### src/rtl/sreg_pkg.sv
package sreg_pkg;

   typedef enum logic [2:0] {
      K_STORE = 3'd0,
      K_ZERO  = 3'd1,
      K_PCV   = 3'd2,
      K_PRIV  = 3'd3,
      K_VOID  = 3'd4
   } kind_e;

   localparam logic [1:0] WM_LO = 2'd1;
   localparam logic [1:0] WM_HI = 2'd2;

   // Select layout: GP block, four working regs, zero, pc view, two privileged, then void.
   function automatic kind_e classify(input int unsigned sel, input int unsigned ngp);
      if (sel < ngp + 4)        return K_STORE;
      else if (sel == ngp + 4)  return K_ZERO;
      else if (sel == ngp + 5)  return K_PCV;
      else if (sel < ngp + 8)   return K_PRIV;
      else                      return K_VOID;
   endfunction

endpackage

### src/rtl/sreg_access.sv
module sreg_access
   import sreg_pkg::*;
#(
   parameter int NGP = 16,
   parameter int SW  = 5,
   parameter bit IS_WRITE = 1'b0
) (
   input  logic [SW-1:0] sel,
   input  logic          kernel,
   output kind_e         kind,
   output logic          fault
);
   always_comb begin
      kind  = classify(int'(unsigned'(sel)), NGP);
      fault = 1'b0;
      case (kind)
         K_VOID:  fault = 1'b1;
         K_PRIV:  fault = !kernel;
         K_PCV:   fault = IS_WRITE;
         default: fault = 1'b0;
      endcase
   end
endmodule

### src/rtl/sreg_merge.sv
module sreg_merge #(
   parameter int DW = 32
) (
   input  logic [DW-1:0] old_val,
   input  logic [DW-1:0] new_val,
   input  logic [1:0]    mode,
   output logic [DW-1:0] merged
);
   localparam int HALF = DW / 2;

   always_comb begin
      case (mode)
         sreg_pkg::WM_LO: merged = {{(DW-HALF){1'b0}}, new_val[HALF-1:0]};
         sreg_pkg::WM_HI: merged = {new_val[DW-HALF-1:0], old_val[HALF-1:0]};
         default:         merged = new_val;
      endcase
   end
endmodule

### src/rtl/sreg_rdport.sv
module sreg_rdport
   import sreg_pkg::*;
#(
   parameter int DW    = 32,
   parameter int NSLOT = 24,
   parameter int SW    = 5
) (
   input  logic [NSLOT-1:0][DW-1:0] slots,
   input  logic [SW-1:0]            sel,
   input  kind_e                    kind,
   input  logic                     fault,
   input  logic [DW-1:0]            pc_value,
   output logic [DW-1:0]            data
);
   always_comb begin
      data = '0;
      if (!fault) begin
         case (kind)
            K_PCV:          data = pc_value;
            K_STORE, K_PRIV: data = slots[sel];
            default:        data = '0;
         endcase
      end
   end
endmodule

### src/rtl/sreg_file.sv
module sreg_file
   import sreg_pkg::*;
#(
   parameter int DW  = 32,
   parameter int NGP = 16,
   parameter int SW  = 5
) (
   input  logic          clk,
   input  logic          rst,
   input  logic          kernel_mode,
   input  logic [DW-1:0] pc_value,
   input  logic [SW-1:0] rd_a_sel,
   output logic [DW-1:0] rd_a_data,
   output logic          rd_a_fault,
   input  logic [SW-1:0] rd_b_sel,
   output logic [DW-1:0] rd_b_data,
   output logic          rd_b_fault,
   input  logic          wr_en,
   input  logic [SW-1:0] wr_sel,
   input  logic [1:0]    wr_mode,
   input  logic [DW-1:0] wr_data,
   output logic          wr_fault
);
   localparam int NSLOT = NGP + 8;
   localparam int NRP   = 2;

   if (DW < 2 || (DW % 2) != 0) begin : g_bad_dw
      $error("sreg_file: DW must be even and at least 2");
   end
   if (NSLOT >= (1 << SW)) begin : g_bad_sw
      $error("sreg_file: SW too narrow to leave a void select");
   end

   logic [NSLOT-1:0][DW-1:0] slots;
   logic [NRP-1:0][SW-1:0]   rsel;
   logic [NRP-1:0][DW-1:0]   rdata;
   logic [NRP-1:0]           rfault;

   assign rsel[0]    = rd_a_sel;
   assign rsel[1]    = rd_b_sel;
   assign rd_a_data  = rdata[0];
   assign rd_b_data  = rdata[1];
   assign rd_a_fault = rfault[0];
   assign rd_b_fault = rfault[1];

   // Read ports: classification and data selection per port
   for (genvar p = 0; p < NRP; p++) begin : g_rp
      kind_e rkind;
      sreg_access #(.NGP(NGP), .SW(SW), .IS_WRITE(1'b0)) i_acc (
         .sel    (rsel[p]),
         .kernel (kernel_mode),
         .kind   (rkind),
         .fault  (rfault[p])
      );
      sreg_rdport #(.DW(DW), .NSLOT(NSLOT), .SW(SW)) i_rd (
         .slots    (slots),
         .sel      (rsel[p]),
         .kind     (rkind),
         .fault    (rfault[p]),
         .pc_value (pc_value),
         .data     (rdata[p])
      );
   end

   // Write port
   kind_e         wkind;
   logic          wbad;
   logic [DW-1:0] wold;
   logic [DW-1:0] wmerged;
   logic          wcommit;

   sreg_access #(.NGP(NGP), .SW(SW), .IS_WRITE(1'b1)) i_wacc (
      .sel    (wr_sel),
      .kernel (kernel_mode),
      .kind   (wkind),
      .fault  (wbad)
   );

   assign wr_fault = wr_en && wbad;
   assign wcommit  = wr_en && !wbad;
   assign wold     = (wkind == K_STORE || wkind == K_PRIV) ? slots[wr_sel] : '0;

   sreg_merge #(.DW(DW)) i_merge (
      .old_val (wold),
      .new_val (wr_data),
      .mode    (wr_mode),
      .merged  (wmerged)
   );

   // Storage: flops only where the select space holds a writable register
   for (genvar i = 0; i < NSLOT; i++) begin : g_slot
      if (classify(i, NGP) == K_STORE || classify(i, NGP) == K_PRIV) begin : g_ff
         logic [DW-1:0] q;
         always_ff @(posedge clk) begin
            if (rst)
               q <= '0;
            else if (wcommit && wr_sel == SW'(i))
               q <= wmerged;
         end
         assign slots[i] = q;
      end else begin : g_const
         assign slots[i] = '0;
      end
   end
endmodule

### config.mk
export PLATFORM = sky130hd
export DESIGN_NAME = sreg_file
export DESIGN_NICKNAME = d
export VERILOG_FILES = /design/src/rtl/sreg_pkg.sv /design/src/rtl/sreg_access.sv /design/src/rtl/sreg_merge.sv /design/src/rtl/sreg_rdport.sv /design/src/rtl/sreg_file.sv
export SDC_FILE = /design/constraint.sdc
export NUM_CORES = 2
export LEC_CHECK = 0
export ABC_AREA = 1
export CAP_MARGIN = 5
export CORE_MARGIN = 1
export CORE_UTILIZATION = 52
export DETAILED_ROUTE_END_ITERATION = 7
export PLACE_DENSITY = 0.69
export SYNTH_ARGS = -nofsm -noshare
export SYNTH_HDL_FRONTEND = slang
export SYNTH_SLANG_ARGS = --single-unit
export TNS_END_PERCENT = 50
### constraint.sdc
create_clock -name clk -period 4.3 [get_ports clk]
set_input_delay 0.645 -clock clk [delete_from_list [all_inputs] [get_ports clk]]
set_output_delay 0.645 -clock clk [all_outputs]
set_load 0.05 [all_outputs]
==> Word level (Yosys, flattened, before mapping) <==
Cells that the tools add are included.
W data, S select, Z words.
{ "word_totals": {"regBits": 704, "input_bits": 85, "out_inout_bits": 67, "elab_cells": 130} }
{ "op_classes": {"n_lt_le_gt_ge": 9, "n_eq_ne": 38, "muxes": 27, "n_reduce_logical": 34} }
{ "op_table": {"columns": ["cell", "count"], "rows": [
  ["$bmux W32 S5", 3],
  ["$pmux W32 S2", 3],
  ["$mux W32", 4],
  ["$eq A5 B5 Y1 const B", 12],
  ["$eq A5 B4 Y1 const B", 8],
  ["$mux W3", 12],
  ["$mux W16", 2],
  ["$lt A5 B5 Y1 const B", 6],
  ["$logic_and A1 B1 Y1", 24],
  ["$eq A5 B3 Y1 const B", 4],
  ["$eq A3 B2 Y1 const B", 6],
  ["$lt A5 B6 Y1 const B", 3],
  ["$eq A5 B2 Y1 const B", 2],
  ["$eq A3 B3 Y1 const B", 3],
  ["$logic_not A3 Y1", 3],
  ["$pmux W1 S2", 3],
  ["$reduce_or A2 Y1", 3],
  ["$eq A5 B1 Y1 const B", 1],
  ["$logic_not A5 Y1", 1],
  ["$eq A2 B1 Y1 const B", 1],
  ["$eq A2 B2 Y1 const B", 1],
  ["$logic_not A1 Y1", 2],
  ["$logic_or A1 B1 Y1", 1]
]} }

==> Depth between registers and ports, before layout <==
{ "logic_depth": {"ltp_word": 11, "ltp_mapped": 16, "mapped_depth_nobuf": 12} }

==> Cells and area by module <==
A second synthesis with hierarchy kept.
{ "hier_totals": {"hier_cells": 9418, "area_unflattened_um2": 52220.1} }
{ "modules_own_cells": {"columns": ["module", "instances", "cells_each", "area_per_inst_um2", "seq_area_each_um2"], "rows": [
  ["sreg_file", 1, 4866, 32267.2, 14093.5],
  ["sreg_rdport", 2, 2198, 9536.6, 0.0],
  ["sreg_merge", 1, 111, 694.4, 0.0],
  ["sreg_access (g_rp[0].i_acc ...)", 2, 14, 55.1, 0.0],
  ["sreg_access (i_wacc)", 1, 17, 75.1, 0.0]
]} }

==> Least setup slack after synthesis <==
Ideal clock, no wire load.
{ "synth_timing": {"kind": "input to output", "start": "input port rd_a_sel[2]", "end": "output port rd_a_data[10]", "arrival_time_ns": 3.104, "required_ns": 3.655, "setup_slack_ns": 0.551, "stages": 7, "path_buffers": 2, "path_cell_list": "clkbuf_1 nand2_1 o31ai_1 inv_1 buf_1 nand2_1 inv_1"} }
{ "synth_between": {"elab_cells_between_ends": 18, "cone_classes": "2 x order compare; 5 x eq/ne; 9 x mux; 2 x reduce/logical"} }
{ "synth_lines": {"columns": ["item", "line", "text"], "rows": [
  ["start, declared", "sreg_file.sv:12", "input logic [SW-1:0] rd_a_sel,"],
  ["$lt A5 B5 Y1", "sreg_pkg.sv:19", "else if (sel < ngp + 8) return K_PRIV;"],
  ["$mux W3", "sreg_pkg.sv:19", null],
  ["$mux W3", "sreg_pkg.sv:18", "else if (sel == ngp + 5) return K_PCV;"],
  ["$mux W3", "sreg_pkg.sv:17", "else if (sel == ngp + 4) return K_ZERO;"],
  ["$mux W3 (*)", "sreg_pkg.sv:16", "if (sel < ngp + 4) return K_STORE;"],
  ["$eq A3 B2 Y1 / $eq A3 B3 Y1 (equally long branches)", "sreg_access.sv:16", "case (kind)"],
  ["$pmux W1 S2 (*)", "sreg_access.sv:16", null],
  ["named net rd_a_fault", "sreg_file.sv:14", "output logic rd_a_fault,"],
  ["$mux W32 (*)", "sreg_rdport.sv:17", "if (!fault) begin"],
  ["end, declared", "sreg_file.sv:13", "output logic [DW-1:0] rd_a_data,"]
]} }
The timed path passes the listed nets; every way through them passes the cells marked *. The select of a mux whose other input is x is not followed.

==> Worst setup path after layout <==
{ "layout_timing": {"start": "input port rd_a_sel[1]", "end": "output port rd_a_data[9]"} }
{ "layout_between": {"elab_chain_cells": 9, "elab_cells_between_ends": 18, "cone_classes": "2 x order compare; 5 x eq/ne; 9 x mux; 2 x reduce/logical"} }
{ "layout_rtl": {"columns": ["item", "line", "text"], "rows": [
  ["$lt A5 B5 Y1", "sreg_pkg.sv:19", null],
  ["$mux W3", "sreg_pkg.sv:19", null],
  ["$mux W3", "sreg_pkg.sv:18", null],
  ["$mux W3", "sreg_pkg.sv:17", null],
  ["$mux W3", "sreg_pkg.sv:16", null],
  ["$eq A3 B2 Y1 / $logic_not A3 Y1 (equally long branches)", "sreg_access.sv:16, sreg_rdport.sv:18", null],
  ["$reduce_or A2 Y1", "sreg_rdport.sv:18", "case (kind)"],
  ["$pmux W32 S2", "sreg_rdport.sv:18", null],
  ["$mux W32 (*)", "sreg_rdport.sv:17", null]
]} }
Mark *: on every way between the ends. The rest lies on a longest branch, timed or not. The select of a mux whose other input is x is not followed.

==> run_results.csv <==
group,metric,value,unit
logic_synthesis,syn_area,44600,µm²
layout,fin_nets,7359,
logic_synthesis,synth_cells,7514,
sta,rsz0062_at_grt,"no",
power_and_ir_drop,switching_share,31.3,%
logic_synthesis,yosys_warnings,0,
logic_synthesis,synth.largest_area_cell,"dfxtp_1",
grt,grt-ovfl-total,0,
layout,most-common-layout-cells,"nand2_1 (1647), a21oi_1 (1344), inv_1 (967)",
sta,slew_violations,0,
logic_synthesis,synth-seq-area-share,31.6,%
power_and_ir_drop,clockPowerShare,42.6,%
logic_synthesis,syn_nets,7601,
grt,grt_max_degree,139,
power_and_ir_drop,power,0.0165,W
logic_synthesis,synth_area_per_cell,5.93,µm²
sta,period_minus_slack,3870,ps
clock_tree,cts_setup_buffers,0,
layout,layout_commonest_cell,"nand2_1",
worst_setup_path,worstSetupEndpointType,"primary output",
logic_synthesis,synth_top_area_share,31.6,%
layout,fill_cells,8374,
logic_synthesis,yosys-top-cells-area,"dfxtp_1 (32%), a21oi_1 (15%), nand2_1 (14%), nand3_1 (9.9%), o21ai_0 (8.6%)",
worst_setup_path,critPathMaxFanout,86,
worst_setup_path,cpLargestDelayFamily,"buffers and inverters",
sta,setup_ws,431,ps
floorplan,core_area,84200,µm²
sta,setup_viol_count_final,0,
clock_tree,clkSinkCount,704,
clock_tree,ctsHoldBuffers,0,
power_and_ir_drop,vdd_ir_drop_max,0.000329,V
layout,multi_input_area,24100,µm²
clock_tree,path_clk_slew,60,ps
floorplan,start_util,52.9,%
status,status,"completed",
sta,finalSetupTns,0,ps
sta,period_share,90.0,%
sta,hold_viol_final,0,
logic_synthesis,yosysUniqueCellTypes,26,
clock_tree,numCtsBuffers,81,
route,dr.pass1.iters,7,
floorplan,die_h,295,µm
clock_tree,cts_resized,0,
clock_tree,clk-insertion-delay-late,670,ps
floorplan,row_count,106,
sta,timing.fmax,0.258,GHz
worst_setup_path,slowest_delay,540,ps
sta,hold_slack,469,ps
grt,antenna_found_initial,3,
power_and_ir_drop,p_comb_share,17.4,%
min_path,holdCritPathClass,"register to register",
power_and_ir_drop,power_density,335,nW/µm²
floorplan,ios,152,
route,vias_per_cell,6.14,
placement,place_worst_setup_slack,575,ps
worst_setup_path,path_buf_inv,4,
layout,top_register,"g_slot.g_ff.q",
floorplan,die_w,295,µm
layout,largest_register_ffs,704,
power_and_ir_drop,switchingPower,0.00518,W
grt,first_global_vias,47563,
floorplan,dieArea,86900,µm²
layout,regArea,14100,µm²
route,via_count,51999,
worst_setup_path,slowest_stage,"buf_12",
route,drc_errors,0,
job,cap_violations,0,
sta,tightest_slew,1340,ps
worst_setup_path,crit_top_cell,"nand3_1",
worst_setup_path,crit_type,"input port to primary output",
grt,grt_first_pass_wirelength,292000,µm
placement,hpwl,115000,µm
route,avgRoutedWirePerCell,23.4,µm
clock_tree,cts_root_buf,"clkbuf_16",
placement,io_buffers,151,
route,finalWirelength,198000,µm
power_and_ir_drop,p_seq_share,40.0,%
worst_setup_path,required,3650,ps
grt,gr-usage-all-layers,44.3,%
route,ant_nets,0,
layout,area_growth,10.7,%
clock_tree,cts_htree_levels,3,
logic_synthesis,ys_ff_latch,704,
sta,max_slew_margin,10.7,%
power_and_ir_drop,intPower,0.0114,W
placement,gp_congestion,0.979,
route,drt-initial-drc-count,7298,
power_and_ir_drop,cellLeakagePower,21.2,nW
sta,finClkSkew,23.6,ps
worst_setup_path,crit_chain,"buf_6 > buf_12 > a21oi_1 > o21ai_0 > nand3_1 > nand3_1 > nand3_1 > nand3_1 > nand2_1 > inv_1 > buf_4",
clock_tree,cts_tree,"yes",
layout,reg.largest.list,"g_slot.g_ff.q x704",
worst_setup_path,start_kind,"input port",
layout,drive_above_1_share,6.38,%
clock_tree,clk_path_buf_depth,3,
worst_setup_path,worstPathArrival,3220,ps
-- cell usage after synthesis --
| cell type | instances |
|---|---|
| or2_2 | 1 |
| nand2_2 | 3 |
| buf_4 | 8 |
| o21ai_1 | 1 |
| inv_2 | 11 |
| nor2_2 | 6 |
| inv_1 | 978 |
| nand2_1 | 1648 |
| a21oi_1 | 1344 |
| dfxtp_1 | 704 |
| nor2_4 | 1 |
| buf_6 | 1 |
| nand4_1 | 4 |
| nor2_1 | 230 |
| ha_1 | 2 |
| buf_1 | 102 |
| o21ai_0 | 768 |
| clkinv_1 | 5 |
| nand3_1 | 885 |
| o31ai_1 | 2 |
| clkbuf_1 | 463 |
| a211oi_1 | 160 |
| buf_2 | 109 |
| nand3_2 | 9 |
| nor3_1 | 5 |
| o21a_1 | 64 |
-- final timing paths --
kind                              start                    end  slack [ps]  cells past startpoint
setup reg to reg   g_slot[1].g_ff.q[14]   g_slot[4].g_ff.q[14]        1930                     13
hold reg to reg   g_slot[17].g_ff.q[31]  g_slot[17].g_ff.q[31]         470                      2
hold / removal    g_slot[17].g_ff.q[31]  g_slot[17].g_ff.q[31]         470                      2
setup / recovery            rd_a_sel[1]           rd_a_data[9]         430                     11
-- metal layers --
metal | wire length, µm | global-route usage (%) | vias to the layer above
met2 | 82200 | 65.9 | 3624
met5 | 52 | 0.284 | -
met4 | 19900 | 39.7 | 4
met1 | 71000 | 53.4 | 23416
met3 | 25100 | 9.87 | 939
li1 | - | - | 24016
-- kinds of logic after synthesis --
logic type / count (synthesis) / synth area share, %
AOI/OAI and AO/OA: 2339 / 27.5
adders and majority gates: 2 / 0.0562
buffers and inverters: 1677 / 14.5
DFF: 704 / 31.6
and+or+nand+nor: 2792 / 26.2
-- power by group through the flow --
stage	Clock (W)	Sequential, W	Combinational (W)
3_3_place_gp	0	0.00676	0.00271
3_5_place_dp	0	0.00676	0.00272
6_report	0.00704	0.00662	0.00287
2_1_floorplan	0	0.00676	0.00168
4_1_cts	0.00705	0.00662	0.00273
5_1_grt	0.00730	0.00663	0.00300
-- stage by stage --
step / utilization [%] / cell area (µm²) / cells
2_1_floorplan: - / 44600 / 7514
3_3_place_gp: 55.4 / 46700 / 8323
3_5_place_dp: 55.4 / 46700 / 8323
4_1_cts: 58.6 / 49300 / 8467
5_1_grt: 58.6 / 49300 / 8468
6_report: 58.6 / 49300 / 8470
-- cell type report --
| class | count | area share (%) |
|---|---|---|
| Tap cell | 1134 | 2.88 |
| Antenna cell | 3 | 0.0152 |
| Timing Repair Buffer | 358 | 6.81 |
| Inverter | 994 | 7.62 |
| Sequential cell | 704 | 28.6 |
| Clock inverter | 21 | 0.375 |
| Multi-Input combinational cell | 5133 | 48.8 |
| Clock buffer | 123 | 4.96 |
-- worst register-to-register path, delay by kind of cell (launching register included) --
family	cells	cell delay, ps
buffers and inverters	3	400
and+or+nand+nor	8	740
AOI/OAI and AO/OA	2	860
DFF	1	310
Power figures use the tool's default switching activity.
